==> src/rtl/lcd_timing_gen.sv <==
module lcd_timing_gen #(
  parameter int CW = 16,
  parameter int SW = 10,
  parameter int AW = 3
) (
  input  logic          clk,
  input  logic          rst_n,
  input  logic          wr_en,
  input  logic [AW-1:0] wr_addr,
  input  logic [31:0]   wr_data,
  output logic          hsync,
  output logic          vsync,
  output logic          de,
  output logic          pclk_fall,
  output logic          running,
  output logic          disabled,
  output logic [CW-1:0] h_pos,
  output logic [CW-1:0] v_pos
);
  localparam logic [AW-1:0] A_OPT  = AW'(0);
  localparam logic [AW-1:0] A_HSW  = AW'(1);
  localparam logic [AW-1:0] A_VSW  = AW'(2);
  localparam logic [AW-1:0] A_TOT  = AW'(3);
  localparam logic [AW-1:0] A_HWIN = AW'(4);
  localparam logic [AW-1:0] A_VWIN = AW'(5);
  localparam logic [AW-1:0] A_CTRL = AW'(6);
  localparam logic [AW-1:0] A_STAT = AW'(7);
  localparam logic [CW-1:0] ONE    = CW'(1);

  logic [3:0]    p_opt, a_opt;
  logic [CW-1:0] p_hsw, p_vsw, p_ht, p_vt, p_hds, p_hde, p_vds, p_vde;
  logic [CW-1:0] a_hsw, a_vsw, a_ht, a_vt, a_hds, a_hde, a_vds, a_vde;
  logic [CW-1:0] hc, vc;
  logic          run, req, done;

  wire ctrl_wr = wr_en && (wr_addr == A_CTRL);
  wire stop    = ctrl_wr && wr_data[1];
  wire go      = ctrl_wr && wr_data[0] && !wr_data[1] && !run && !done;
  wire h_last  = (hc == a_ht - ONE);
  wire last_px = h_last && (vc == a_vt - ONE);
  wire load    = go || (run && last_px);
  wire halt    = run && last_px && (req || stop);

  always_ff @(posedge clk or negedge rst_n) begin
    if (!rst_n) begin
      p_opt <= '0; p_hsw <= '0; p_vsw <= '0; p_ht <= '0; p_vt <= '0;
      p_hds <= '0; p_hde <= '0; p_vds <= '0; p_vde <= '0;
    end else if (wr_en) begin
      case (wr_addr)
        A_OPT:  p_opt <= wr_data[3:0];
        A_HSW:  p_hsw <= CW'(wr_data[SW-1:0]);
        A_VSW:  p_vsw <= CW'(wr_data[SW-1:0]);
        A_TOT:  begin p_ht  <= wr_data[16 +: CW]; p_vt  <= wr_data[0 +: CW]; end
        A_HWIN: begin p_hds <= wr_data[16 +: CW]; p_hde <= wr_data[0 +: CW]; end
        A_VWIN: begin p_vds <= wr_data[16 +: CW]; p_vde <= wr_data[0 +: CW]; end
        default: ;
      endcase
    end
  end

  always_ff @(posedge clk or negedge rst_n) begin
    if (!rst_n) begin
      a_opt <= '0; a_hsw <= '0; a_vsw <= '0; a_ht <= '0; a_vt <= '0;
      a_hds <= '0; a_hde <= '0; a_vds <= '0; a_vde <= '0;
    end else if (load) begin
      a_opt <= p_opt; a_hsw <= p_hsw; a_vsw <= p_vsw; a_ht <= p_ht; a_vt <= p_vt;
      a_hds <= p_hds; a_hde <= p_hde; a_vds <= p_vds; a_vde <= p_vde;
    end
  end

  always_ff @(posedge clk or negedge rst_n) begin
    if (!rst_n) begin
      hc <= '0; vc <= '0;
    end else if (go) begin
      hc <= '0; vc <= '0;
    end else if (run) begin
      if (h_last) begin
        hc <= '0;
        vc <= last_px ? '0 : vc + ONE;
      end else begin
        hc <= hc + ONE;
      end
    end
  end

  always_ff @(posedge clk or negedge rst_n) begin
    if (!rst_n) begin
      run <= 1'b0; req <= 1'b0; done <= 1'b0;
    end else begin
      if (go) run <= 1'b1;
      else if (halt) run <= 1'b0;

      if (!run || last_px) req <= 1'b0;
      else if (stop) req <= 1'b1;

      if (halt || (!run && stop)) done <= 1'b1;
      else if (wr_en && wr_addr == A_STAT && !wr_data[0]) done <= 1'b0;
    end
  end

  wire hs_on = run && (hc < a_hsw);
  wire vs_on = run && (vc < a_vsw);
  wire de_on = run && (hc >= a_hds) && (hc < a_hde) && (vc >= a_vds) && (vc < a_vde);

  assign hsync     = hs_on ^ a_opt[0];
  assign vsync     = vs_on ^ a_opt[1];
  assign de        = de_on ^ a_opt[2];
  assign pclk_fall = a_opt[3];
  assign running   = run;
  assign disabled  = done;
  assign h_pos     = hc;
  assign v_pos     = vc;

  AST_HC_STEP: assert property (@(posedge clk) disable iff (!rst_n)
    (run && $past(run) && hc != '0) |-> hc == $past(hc) + ONE);
  AST_VC_ON_WRAP: assert property (@(posedge clk) disable iff (!rst_n)
    (run && $past(run) && vc != $past(vc)) |-> $past(hc) == $past(a_ht) - ONE);
  AST_H_BOUND: assert property (@(posedge clk) disable iff (!rst_n)
    (run && a_ht != '0) |-> hc < a_ht);
  AST_STOP_AT_END: assert property (@(posedge clk) disable iff (!rst_n)
    $fell(run) |-> ($past(last_px) && done));
  AST_NO_RUN_WHILE_DONE: assert property (@(posedge clk) disable iff (!rst_n)
    done |-> !run);
  AST_SHADOW_HOLD: assert property (@(posedge clk) disable iff (!rst_n)
    (run && $past(run) && !(hc == '0 && vc == '0)) |->
      ($stable(a_ht) && $stable(a_vt) && $stable(a_hsw) && $stable(a_opt) && $stable(a_hde)));
endmodule

==> config.mk <==
export PLATFORM = sky130hd
export DESIGN_NAME = lcd_timing_gen
export DESIGN_NICKNAME = d
export VERILOG_FILES = /design/src/rtl/lcd_timing_gen.sv
export SDC_FILE = /design/constraint.sdc
export NUM_CORES = 1
export LEC_CHECK = 0
export ABC_AREA = 1
export BUFFER_PORTS_ARGS = -buffer_cell sky130_fd_sc_hd__buf_2
export CAP_MARGIN = 20
export CORE_AREA = 2 2 194 196
export CTS_CLUSTER_SIZE = 28
export DETAILED_ROUTE_END_ITERATION = 7
export DIE_AREA = 0 0 196 198
export GPL_TIMING_DRIVEN = 0
export PLACE_DENSITY_LB_ADDON = 0.12
export SLEW_MARGIN = 10
export SYNTH_ARGS = -nofsm -noshare
export SYNTH_HDL_FRONTEND = slang
export SYNTH_SLANG_ARGS = --single-unit
==> constraint.sdc <==
create_clock -name clk -period 3.75 [get_ports clk]
set_input_delay 0.1875 -clock clk [delete_from_list [all_inputs] [get_ports clk]]
set_output_delay 0.1875 -clock clk [all_outputs]
set_load 0.02 [all_outputs]
==> impl_metrics.yaml <==
status:
  status: "finished, final reports clean"
final_layout:
  multi_input_area_sq_um: 6740
  final_area_sq_um: 17200
  finish.utilization: 0.465
  nFillCells: 3721
  drive_gt1_frac: 0.0923
  syn_to_final_growth_pct: 15.1
  fin_nets: 2117
  seqCellArea_sq_um: 6880
  diodes: 0
synthesis:
  yosysSeqAreaShare: 0.461
  synthTopCellsByCount: "nand2_1 (492), nand3_1 (311), dfrtp_1 (275), inv_1 (195), o21ai_0 (145)"
  synth-edff-count: 0
  synth.distinct_cells: 40
  yosys.cell_count.top_type: "nand2_1"
  syn_area_sq_um: 14900
  ys_seq_elements: 275
  syn_area_per_cell_sq_um: 7.97
  ys.flop_type: "dfrtp_1"
  synthesis.nets: 1995
  syn_inst: 1873
  synth_area_leaders: "dfrtp_1 (46%), nand2_1 (12%), nand3_1 (10%)"
  synth_top_cell_by_area: "dfrtp_1"
  async_flop_share: 1.00
  yosys_warnings: 0
  yosysTopAreaCellShare: 0.461
clock_network:
  post_cts_buffers: 0
  worstSkewPairLatency_ns: 0.53
  ctsResizeCount: 0
  cts_num_sinks: 275
  cts_tree: "built"
  ctsHoldBuffers: 8
  cts_made_buffers: 34
  h-tree-depth: 2
  clk_pin_slew_worst_paths_ns: 0.06
  cts_buffer_depth: 3
  cts_root_buffer: "clkbuf_16"
placement:
  dp_hpwl_mm: 34.9
  portBuffers: 75
  place.gp.congestion: 0.882
  place_area_sq_um: 16000
job:
  maxCapViolCount: 0
timing:
  setup_viol: 0
  period_share: 0.907
  fmax_mhz: 294
  post-route-min-period_ns: 3.40
  slew_violations: 0
  rsz0062_at_grt: "no"
  hold_viol: 0
  worst_pin_slew_ns: 1.04
  clock-skew-final_ns: 0.0191
  relSlewSlack: 0.289
worst_setup_path:
  crit_fanout: 7
  reg2reg_slack_ns: 0.42
  arrival_ns: 3.21
  endpoint_kind: "output port"
  critical_path_class: "flop to output port"
  r2r-end: "h_pos[13]$_DFFE_PN0P_"
  crit-reg2reg-launch: "running$_DFFE_PN0P_"
  start_kind: "flop"
  crit_required_ns: 3.56
  reg2reg_depth: 10
floorplanning:
  die_w_microns: 196
  coreArea_sq_um: 37000
  core.rowCount: 71
  ioPinCount: 76
  die_area_sq_um: 38800
  die_height_microns: 198
  initial_core_util: 0.404
min_path:
  hold_path_depth: 3
  hold_end: "p_hds[14]$_DFFE_PN0P_"
  hold_class: "input port to flop"
  worst_hold_startpoint: "wr_data[30]"
power:
  ir_worst_vdd_mv: 0.376
  p_leak_uw: 0.00898
  power.density_nw_per_um2: 534
grt:
  grt_pass1_wl_mm: 72.9
  grt_overflow_total: 0
  antenna_found_initial: 0
  grt_pass1_vias: 12500
  grt_start_max_net_pins: 85
  gr-usage-all-layers: 0.247
routing:
  finalWirelength_mm: 46.7
  first_iter_violations: 991
  firstDrtPassIters: 5
  routed_via_density: 5.23
  vias: 13000
  drc: 0
  wire_per_inst_microns: 18.8
  ant_nets: 0
-- power breakdown --
group	total (uW)	internal (uW)	leakage (uW)	switching, uW
combinational	2110	737	0.00481	1370
sequential	3760	3360	0.00363	401
clock	3300	1990	0.000543	1300
total	9160	6090	0.00898	3070
-- area by class of cell --
type	count	share of cell area
sequential	275	0.401
multi-input combinational	1312	0.392
clock buffer	45	0.0554
inverter	197	0.0431
tap	474	0.0345
buffer	89	0.0327
timing repair buffer	86	0.0319
clock inverter	11	0.00925
-- through the flow --
stage / TNS, ns / total power (uW) / std cells / worst slack, ns / hold WS (ns)
floorplan: 0 / 5090 / 1873 / 1.49 / -0.108
global placement: -761.89 / 5830 / 2422 / -2.80 / 0.467
detailed placement: 0 / 5890 / 2425 / 0.497 / 0.202
CTS: 0 / 9210 / 2489 / 0.357 / 0.00226
global route: 0 / 9710 / 2489 / 0.197 / 0.0100
finish: 0 / 9160 / 2489 / 0.349 / 0.00908
-- cell families after synthesis --
| kind of cell | share of synthesized area |
|---|---|
| simple gates | 0.288 |
| flops | 0.461 |
| compound gates | 0.0696 |
| xor+xnor | 0.0241 |
| fa+ha+maj | 0.0704 |
| buf+inv | 0.0872 |
-- cells in the final DEF (no fill, tap or decap), types with 11 or more instances in the layout --
cell type	n
xor2_1	23
ha_1	84
a21oi_1	44
nand3_1	311
clkbuf_16	34
nand4_1	16
buf_8	12
inv_1	195
buf_2	90
buf_6	11
o21ai_0	145
xnor2_1	18
nor3_1	15
nand3b_1	11
nor2_1	112
clkbuf_1	52
dfrtp_1	275
nand2_1	492
-- metal layers --
layer	track usage	wire, microns
met5	0	0
met4	0.0732	1250
met3	0.0387	2830
met2	0.384	20700
met1	0.356	22000
-- worst max path at each step --
stage | startpoint | cells after the start | end
after floorplan | a_ht[0]$_DFFE_PN0P_ | 14 | a_vde[14]$_DFFE_PN0P_
after global placement | rst_n | 1 | a_vt[12]$_DFFE_PN0P_
after detailed placement | running$_DFFE_PN0P_ | 10 | h_pos[13]$_DFFE_PN0P_
after CTS | h_pos[0]$_DFFE_PN0P_ | 16 | de
after global routing | h_pos[0]$_DFFE_PN0P_ | 16 | de
final | h_pos[0]$_DFFE_PN0P_ | 16 | de
-- worst max-delay path, stage by stage (launching register included) --
cell and delay, ns:
dfrtp_1 0.40, inv_1 0.24, ha_1 0.37, inv_1 0.04, nand2_1 0.05, a21oi_1 0.06, o21ai_0 0.61, nand3_1 0.15
nand2_1 0.11, nand2_1 0.05, nand2_1 0.10, nand2_1 0.06, nand2_1 0.09, nand3_1 0.08, nand2_1 0.07, nand2_1 0.06
buf_2 0.16
Power figures use the tool's default switching activity.
